==> config.mk <==
export PLATFORM = sky130hd
export DESIGN_NAME = acc_datapath
export DESIGN_NICKNAME = d
export VERILOG_FILES = /design/src/rtl/acc_dp_pkg.sv /design/src/rtl/acc_bus_mux.sv /design/src/rtl/acc_reg.sv /design/src/rtl/acc_pc_unit.sv /design/src/rtl/acc_alu.sv /design/src/rtl/acc_datapath.sv
export SDC_FILE = /design/constraint.sdc
export NUM_CORES = 1
export LEC_CHECK = 0
export BUFFER_PORTS_ARGS = -buffer_cell sky130_fd_sc_hd__buf_2
export CORE_ASPECT_RATIO = 0.5
export CORE_MARGIN = 2
export CORE_UTILIZATION = 31
export CTS_BUF_LIST = sky130_fd_sc_hd__clkbuf_4 sky130_fd_sc_hd__clkbuf_8
export DETAILED_ROUTE_END_ITERATION = 8
export GPL_ROUTABILITY_DRIVEN = 0
export PLACE_DENSITY_LB_ADDON = 0.15
export SLEW_MARGIN = 30
export SYNTH_ARGS = -nofsm -noshare
export SYNTH_HDL_FRONTEND = slang
export SYNTH_SLANG_ARGS = --single-unit
export TNS_END_PERCENT = 20
==> constraint.sdc <==
create_clock -name clk -period 3.3 [get_ports clk]
set_input_delay 0.33 -clock clk [delete_from_list [all_inputs] [get_ports clk]]
set_output_delay 0.33 -clock clk [all_outputs]
set_load 0.005 [all_outputs]
==> src/rtl/acc_dp_pkg.sv <==
package acc_dp_pkg;

    localparam int DEF_DATA_W = 16;
    localparam int DEF_ADDR_W = 16;
    localparam int DEF_OPC_W  = 2;

    // Address bus source slots
    localparam int ABUS_SRC_PC  = 0;
    localparam int ABUS_SRC_IR  = 1;
    localparam int ABUS_SRC_MBR = 2;
    localparam int ABUS_SRCS    = 3;

    // Result bus source slots
    localparam int RBUS_SRC_AC  = 0;
    localparam int RBUS_SRC_ALU = 1;
    localparam int RBUS_SRCS    = 2;

    typedef enum logic [1:0] {
        PC_HOLD  = 2'b00,
        PC_CLEAR = 2'b01,
        PC_STEP  = 2'b10,
        PC_JUMP  = 2'b11
    } pc_op_e;

    typedef enum logic {
        ALU_PASS_B = 1'b0,
        ALU_ADD    = 1'b1
    } alu_fn_e;

    // One-hot strobes produced by the PC 2-to-4 decode (hold is implicit)
    typedef struct packed {
        logic clr;
        logic step;
        logic jump;
    } pc_sel_t;

    function automatic pc_sel_t decode_pc_op(input pc_op_e op);
        pc_sel_t s;
        s      = '0;
        s.clr  = (op == PC_CLEAR);
        s.step = (op == PC_STEP);
        s.jump = (op == PC_JUMP);
        return s;
    endfunction

endpackage

==> src/rtl/acc_bus_mux.sv <==
module acc_bus_mux #(
    parameter int N = 2,
    parameter int W = 16
) (
    input  logic                clk,
    input  logic                rst,
    input  logic [N-1:0]        en,
    input  logic [N-1:0][W-1:0] src,
    output logic [W-1:0]        bus
);

    logic [N-1:0][W-1:0] gated;

    generate
        for (genvar i = 0; i < N; i++) begin : g_gate
            assign gated[i] = src[i] & {W{en[i]}};
        end
    endgenerate

    always_comb begin
        bus = '0;
        for (int i = 0; i < N; i++) begin
            bus = bus | gated[i];
        end
    end

    // a shared bus never has two drivers in one cycle
    p_single_driver_r2_r4: assert property (@(posedge clk) disable iff (rst)
        $onehot0(en));

endmodule

==> src/rtl/acc_reg.sv <==
module acc_reg #(
    parameter int W = 16
) (
    input  logic         clk,
    input  logic         rst,
    input  logic         load,
    input  logic [W-1:0] d,
    output logic [W-1:0] q
);

    always_ff @(posedge clk) begin
        if (rst) begin
            q <= '0;
        end else if (load) begin
            q <= d;
        end
    end

    p_hold_r11: assert property (@(posedge clk) disable iff (rst)
        !load |=> $stable(q));

    p_load_r2: assert property (@(posedge clk) disable iff (rst)
        load |=> (q == $past(d)));

endmodule

==> src/rtl/acc_pc_unit.sv <==
module acc_pc_unit
    import acc_dp_pkg::*;
#(
    parameter int W = 16
) (
    input  logic         clk,
    input  logic         rst,
    input  pc_op_e       op,
    input  logic [W-1:0] abus,
    output logic [W-1:0] pc
);

    pc_sel_t sel;

    assign sel = decode_pc_op(op);

    always_ff @(posedge clk) begin
        if (rst) begin
            pc <= '0;
        end else if (sel.clr) begin
            pc <= '0;
        end else if (sel.step) begin
            pc <= pc + W'(1);
        end else if (sel.jump) begin
            pc <= abus;
        end
    end

    p_pc_clear_r3: assert property (@(posedge clk) disable iff (rst)
        (op == PC_CLEAR) |=> (pc == '0));

    p_pc_step_r3: assert property (@(posedge clk) disable iff (rst)
        (op == PC_STEP) |=> (pc == $past(pc) + W'(1)));

    p_pc_jump_r3: assert property (@(posedge clk) disable iff (rst)
        (op == PC_JUMP) |=> (pc == $past(abus)));

    p_pc_hold_r11: assert property (@(posedge clk) disable iff (rst)
        (op == PC_HOLD) |=> $stable(pc));

endmodule

==> src/rtl/acc_alu.sv <==
module acc_alu
    import acc_dp_pkg::*;
#(
    parameter int W = 16
) (
    input  alu_fn_e      fn,
    input  logic [W-1:0] a,
    input  logic [W-1:0] b,
    output logic [W-1:0] y
);

    always_comb begin
        unique case (fn)
            ALU_ADD:    y = a + b;
            ALU_PASS_B: y = b;
            default:    y = b;
        endcase
    end

endmodule

==> src/rtl/acc_datapath.sv <==
module acc_datapath
    import acc_dp_pkg::*;
#(
    parameter int DATA_W = DEF_DATA_W,
    parameter int ADDR_W = DEF_ADDR_W,
    parameter int OPC_W  = DEF_OPC_W
) (
    input  logic              clk,
    input  logic              rst,
    input  logic              pc_to_abus,
    input  logic              ir_to_abus,
    input  logic              mbr_to_abus,
    input  logic              ac_to_rbus,
    input  logic              alu_to_rbus,
    input  logic              abus_to_ir,
    input  logic              abus_to_mar,
    input  logic [1:0]        pc_op,
    input  logic              rbus_to_ac,
    input  logic              rbus_to_mbr,
    input  logic              mbr_to_mbus,
    input  logic              alu_add,
    input  logic              dbus_to_mbr,
    input  logic              mbr_to_dbus,
    input  logic              mar_to_addr,
    input  logic              rnw_ctl,
    input  logic              req_ctl,
    input  logic              mem_wait,
    input  logic [DATA_W-1:0] mem_rdata,
    output logic [ADDR_W-1:0] mem_addr,
    output logic [DATA_W-1:0] mem_wdata,
    output logic              mem_wdata_en,
    output logic              mem_rnw,
    output logic              mem_req,
    output logic [OPC_W-1:0]  ir_top,
    output logic              ac_sign
);

    localparam int SIGN_BIT = DATA_W - 1;

    logic [DATA_W-1:0] pc_q, ir_q, mbr_q, ac_q;
    logic [ADDR_W-1:0] mar_q;
    logic [DATA_W-1:0] abus, rbus, mbus, alu_y;
    logic [DATA_W-1:0] mbr_d;
    logic              mbr_mem_take, mbr_load;

    logic [ABUS_SRCS-1:0]             abus_en;
    logic [ABUS_SRCS-1:0][DATA_W-1:0] abus_src;
    logic [RBUS_SRCS-1:0]             rbus_en;
    logic [RBUS_SRCS-1:0][DATA_W-1:0] rbus_src;

    // ---------------- address bus ----------------
    always_comb begin
        abus_en                = '0;
        abus_en[ABUS_SRC_PC]   = pc_to_abus;
        abus_en[ABUS_SRC_IR]   = ir_to_abus;
        abus_en[ABUS_SRC_MBR]  = mbr_to_abus;
        abus_src               = '0;
        abus_src[ABUS_SRC_PC]  = pc_q;
        abus_src[ABUS_SRC_IR]  = ir_q;
        abus_src[ABUS_SRC_MBR] = mbr_q;
    end

    acc_bus_mux #(.N(ABUS_SRCS), .W(DATA_W)) u_abus (
        .clk (clk),
        .rst (rst),
        .en  (abus_en),
        .src (abus_src),
        .bus (abus)
    );

    // ---------------- operand bus and ALU ----------------
    assign mbus = mbr_to_mbus ? mbr_q : '0;

    acc_alu #(.W(DATA_W)) u_alu (
        .fn (alu_fn_e'(alu_add)),
        .a  (ac_q),
        .b  (mbus),
        .y  (alu_y)
    );

    // ---------------- result bus ----------------
    always_comb begin
        rbus_en                = '0;
        rbus_en[RBUS_SRC_AC]   = ac_to_rbus;
        rbus_en[RBUS_SRC_ALU]  = alu_to_rbus;
        rbus_src               = '0;
        rbus_src[RBUS_SRC_AC]  = ac_q;
        rbus_src[RBUS_SRC_ALU] = alu_y;
    end

    acc_bus_mux #(.N(RBUS_SRCS), .W(DATA_W)) u_rbus (
        .clk (clk),
        .rst (rst),
        .en  (rbus_en),
        .src (rbus_src),
        .bus (rbus)
    );

    // ---------------- registers ----------------
    acc_pc_unit #(.W(DATA_W)) u_pc (
        .clk  (clk),
        .rst  (rst),
        .op   (pc_op_e'(pc_op)),
        .abus (abus),
        .pc   (pc_q)
    );

    acc_reg #(.W(DATA_W)) u_ir (
        .clk  (clk),
        .rst  (rst),
        .load (abus_to_ir),
        .d    (abus),
        .q    (ir_q)
    );

    acc_reg #(.W(ADDR_W)) u_mar (
        .clk  (clk),
        .rst  (rst),
        .load (abus_to_mar),
        .d    (abus[ADDR_W-1:0]),
        .q    (mar_q)
    );

    acc_reg #(.W(DATA_W)) u_ac (
        .clk  (clk),
        .rst  (rst),
        .load (rbus_to_ac),
        .d    (rbus),
        .q    (ac_q)
    );

    // Completed read beats the result bus; a pending read defers to it
    assign mbr_mem_take = dbus_to_mbr & ~mem_wait;
    assign mbr_load     = mbr_mem_take | rbus_to_mbr;
    assign mbr_d        = mbr_mem_take ? mem_rdata : rbus;

    acc_reg #(.W(DATA_W)) u_mbr (
        .clk  (clk),
        .rst  (rst),
        .load (mbr_load),
        .d    (mbr_d),
        .q    (mbr_q)
    );

    // ---------------- memory side and flags ----------------
    assign mem_addr     = mar_to_addr ? mar_q : '0;
    assign mem_wdata    = mbr_to_dbus ? mbr_q : '0;
    assign mem_wdata_en = mbr_to_dbus;
    assign mem_rnw      = rnw_ctl;
    assign mem_req      = req_ctl;
    assign ir_top       = ir_q[SIGN_BIT -: OPC_W];
    assign ac_sign      = ac_q[SIGN_BIT];

    // ---------------- assertions ----------------
    p_reset_clear_r1: assert property (@(posedge clk)
        rst |=> (pc_q == '0 && ir_q == '0 && mar_q == '0 && mbr_q == '0 && ac_q == '0));

    p_mar_from_abus_r2: assert property (@(posedge clk) disable iff (rst)
        abus_to_mar |=> (mar_q == $past(abus[ADDR_W-1:0])));

    p_ac_from_rbus_r4: assert property (@(posedge clk) disable iff (rst)
        rbus_to_ac |=> (ac_q == $past(rbus)));

    p_mbr_wait_hold_r8: assert property (@(posedge clk) disable iff (rst)
        (dbus_to_mbr && mem_wait && !rbus_to_mbr) |=> $stable(mbr_q));

    p_mbr_mem_wins_r12: assert property (@(posedge clk) disable iff (rst)
        (dbus_to_mbr && !mem_wait) |=> (mbr_q == $past(mem_rdata)));

endmodule

==> results.txt <==
The flow ran to the end, and the final reports show no timing, DRC or antenna violations. Synthesis produced a netlist whose cell count is 672. The worst pin sits at a relative slew slack of 47.0%.

Among all stages on the critical path, the largest delay is contributed by sky130_fd_sc_hd__fa_1. For the sequential element share of the synthesized area, the log shows 30.9%. The diode insertion count for antenna repair came out at 0. Beginning of the worst hold path: mem_rdata[9].

The tools report the total count of hold-check failures in the final report as 0. The critical path class is flip-flop to flip-flop. The worst path required time came out at 3.54 ns. After synthesis, the share of flip-flops with an asynchronous set or reset is 0%.

The vertical die dimension is 95.5 um. The worst register-to-register path ends at u_mbr.q[6]. The number of setup buffers added after CTS is 0. Counting every net in the synthesized netlist gives 716.

The number of cells on the worst reg-to-reg path is 12. Entering global routing, the biggest net connects 42 pins. The number of buffers and inverters on the critical path is 0. The endpoint of the worst hold-timing path is u_mbr.q[9].

A synthesized cell averages 7.72 um2. STA classifies the critical path startpoint as a flip-flop. The area fraction of the dominant cell type after synthesis works out to 30.9%. The tools report the number of maximum-capacitance violations as 0.

Sum of routed wire length over all layers: 16000 um. The maximum resistive drop on vdd is 0.154 mV, and the number of placed I/O pins is 75. The tools report the accumulated negative setup slack as 0 ns. After clock tree synthesis, the clock-pin slew on the worst setup and hold paths is 0.09 ns. The TritonCTS buffer count is 9, and the measured slew at the worst slew-check pin is 0.791 ns. The most used flip-flop cell after synthesis is sky130_fd_sc_hd__dfxtp_1. In this run the worst path has a maximum fanout of 5. Kind of path behind the tightest hold check: input pin to flip-flop.

Wire length of the first global-routing pass: 25500 um. After synthesis, the cell types taking the most area are sky130_fd_sc_hd__dfxtp_1 (31%), sky130_fd_sc_hd__a211oi_1 (7.1%), sky130_fd_sc_hd__nor2_1 (7.0%), sky130_fd_sc_hd__and2_1 (5.1%), sky130_fd_sc_hd__clkbuf_1 (3.6%). The tree built by TritonCTS fans out to 80 sinks. Detailed placement finished with a half-perimeter wire length of 11200 um.

Using the TritonRoute via totals, the vias-per-cell ratio works out to 5.45. The logs give 0 for the number of max-slew violations in the final report and 18.1% for the total global-route track usage. No sink is reached through more buffers than the 2 on the longest clock path. The share of post-route cells with drive strength above 1 came out at 16.3%.

In this run the static leakage power is 2.15 nW. Worst setup path startpoint: u_mbr.q[0]. The worst hold path was traced through 3 stages. The clock root buffer was sky130_fd_sc_hd__clkbuf_8.

The die span in x was 187 um; the count of nets left with antenna violations after detail routing was 0. For this run, the top clock speed supported by timing is 0.328 GHz. For this block, the initial DRC count from the detailed router was 422. Counting flops and latches in the post-synthesis netlist gives 80. The tools report the number of global-route vias before repair as 4526. The tools report the beginning of the worst register-to-register path as u_mbr.q[0]. Before antenna repair, the detailed router went through 6 iterations. The clock reaches the later pin of the worst-skew pair after 0.37 ns. The synthesized cell area came out at 5180 um2. The tools report the total number of nets in the final design as 737. Among cell families on the critical path, the largest total delay comes from compound AO/OA/AOI/OAI gates. The number of buffers added to fix hold violations after cts was 0. Walking the worst path, the cells encountered are and2_1, ha_1, fa_1, o221ai_1, o221ai_2, o211ai_1, o21ai_0, a32o_1, mux2_2, xor2_1, a221oi_1, nor4_1. Subtracting the final worst setup slack from the clock period gives 3.05 ns. The Yosys step of the flow raised 0 warnings. Largest area contributor in the synthesized netlist: sky130_fd_sc_hd__dfxtp_1. The number of DRC violations after detailed routing is 0. Summing over every cut layer, the via total after detailed routing is 5037. The commonest cells after synthesis are sky130_fd_sc_hd__nor2_1 (97), sky130_fd_sc_hd__dfxtp_1 (80), sky130_fd_sc_hd__clkbuf_1 (50). The maximum clock skew at final layout was 0.0127 ns. Setup repair after global routing left no endpoint under its margin. For the worst setup path, the data arrival time is 3.28 ns.

Counting distinct cell types in the post-synthesis netlist gives 65. After layout, the worst path uses 92.3% of the clock period. The global route total overflow came out at 0. The number of levels the H-tree was split into was 3; the register-to-register setup slack was 0.25 ns.

Setup violations remaining at the end of the flow were counted as 0. Yosys instantiated no cell more often than sky130_fd_sc_hd__nor2_1. The area of the placeable core is 16400 um2. The number of port buffers is 70, and the area growth from synthesis to final layout is 11.8%. The nature of the critical path endpoint was a flip-flop.

The number of antenna violations at the first check in global routing came out at 0. The run gives 17800 um2 as the die outline area. Counting flops with a built-in enable in the synthesized netlist gives 0. The largest single stage delay on the critical path is 0.44 ns. Dividing total power by cell area gives a power density of 381 nW/um2. Fill cells in the final layout number 1767.

TritonCTS built the clock tree. The wire length per cell after detailed routing came out at 17.2 um. The tools report the hold slack as 0.194 ns. The initial utilization of the core area, before any placement, comes to 31.7%. After floorplanning, the core was divided into 33 placement rows.
[layout by cell type, fill, tap and decap left out, types with 4 or more instances in the layout]
cell	count
sky130_fd_sc_hd__nor2_1	97
sky130_fd_sc_hd__dfxtp_1	80
sky130_fd_sc_hd__buf_2	70
sky130_fd_sc_hd__a211oi_1	49
sky130_fd_sc_hd__nand2_1	44
sky130_fd_sc_hd__and2_1	42
sky130_fd_sc_hd__a21oi_1	31
sky130_fd_sc_hd__o21ai_0	31
sky130_fd_sc_hd__nand3_1	20
sky130_fd_sc_hd__a222oi_1	17
sky130_fd_sc_hd__xnor2_1	14
sky130_fd_sc_hd__xor2_1	13
sky130_fd_sc_hd__a22oi_1	11
sky130_fd_sc_hd__nand2b_1	10
sky130_fd_sc_hd__nor3_1	10
sky130_fd_sc_hd__o22a_1	10
sky130_fd_sc_hd__clkbuf_8	10
sky130_fd_sc_hd__o211ai_1	8
sky130_fd_sc_hd__inv_1	8
sky130_fd_sc_hd__or3_1	7
sky130_fd_sc_hd__buf_4	7
sky130_fd_sc_hd__mux2_2	6
sky130_fd_sc_hd__a31oi_1	6
sky130_fd_sc_hd__and3_1	6
sky130_fd_sc_hd__nor4_1	6
sky130_fd_sc_hd__ha_1	6
sky130_fd_sc_hd__o21a_1	5
sky130_fd_sc_hd__mux2i_1	5
sky130_fd_sc_hd__nor4b_1	4
sky130_fd_sc_hd__a221oi_1	4
sky130_fd_sc_hd__nand4_1	4
[cell type report]
class                           instances  area (um2)  area share [%]
Timing Repair Buffer                   77         403            6.95
Clock inverter                          6        50.0           0.864
Tap cell                              227         284            4.90
Multi-Input combinational cell        516        3280            56.7
Clock buffer                           10         138            2.38
Sequential cell                        80        1600            27.6
Inverter                                9        33.8           0.583
[worst min-delay path, stage by stage]
cell	delay [ns]
sky130_fd_sc_hd__buf_2	0.10
sky130_fd_sc_hd__nand2_1	0.05
sky130_fd_sc_hd__a21oi_1	0.05
[state kept, by name, summed over array words and instances, names as in the netlist]
register / flops
u_pc.pc: 16
u_ir.q: 16
u_mbr.q: 16
u_mar.q: 16
u_ac.q: 16
[worst max-delay path by stage]
stage                             to  slack, ns  cells past startpoint
after global placement    u_ac.q[12]       0.18                     13
after CTS                 u_ac.q[12]       0.20                     12
final                     u_mbr.q[6]       0.25                     12
after global routing      u_ac.q[12]       0.03                     12
after floorplan           u_mbr.q[6]      0.002                     15
after detailed placement  u_ac.q[12]       0.08                     13
[layer usage]
metal | global-route usage (%) | part of all wire [%]
met4 | 4.37 | 0.90
met3 | 3.28 | 4.5
met5 | 0 | 0
met1 | 26.1 | 52
met2 | 28.0 | 42
[where the power goes]
part	leakage [nW]	switching, mW	internal, mW
logic	1.41	0.233	0.157
registers	0.658	0.0787	1.02
clock network	0.0895	0.411	0.302
[per-stage QoR]
| stage | util [%] | cells | total power [mW] | worst slack, ns | area (um2) |
|---|---|---|---|---|---|
| 2_1_floorplan | - | 672 | 1.38 | 0.00212 | 5190 |
| 3_3_place_gp | 34.2 | 909 | 1.51 | 0.176 | 5600 |
| 3_5_place_dp | 34.2 | 909 | 1.51 | 0.0770 | 5600 |
| 4_1_cts | 35.4 | 925 | 2.23 | 0.198 | 5780 |
| 5_1_grt | 35.4 | 925 | 2.33 | 0.0315 | 5790 |
| 6_report | 35.4 | 925 | 2.20 | 0.254 | 5790 |
[what timing repair did]
action / CTS / global route
endpoints found under the setup margin: 0 / 5
hold endpoints to repair: 0 / 0
gates resized for setup: 0 / 3
[kinds of logic after synthesis]
family / synth area share, %
buffers and inverters: 6.15
AO/OA/AOI/OAI: 28.8
adder cells (fa/ha/maj): 2.22
XOR/XNOR: 4.56
flip-flops: 30.9
multiplexers: 2.27
AND/OR/NAND/NOR: 25.1
No activity file was read; power rests on OpenSTA's default activity.
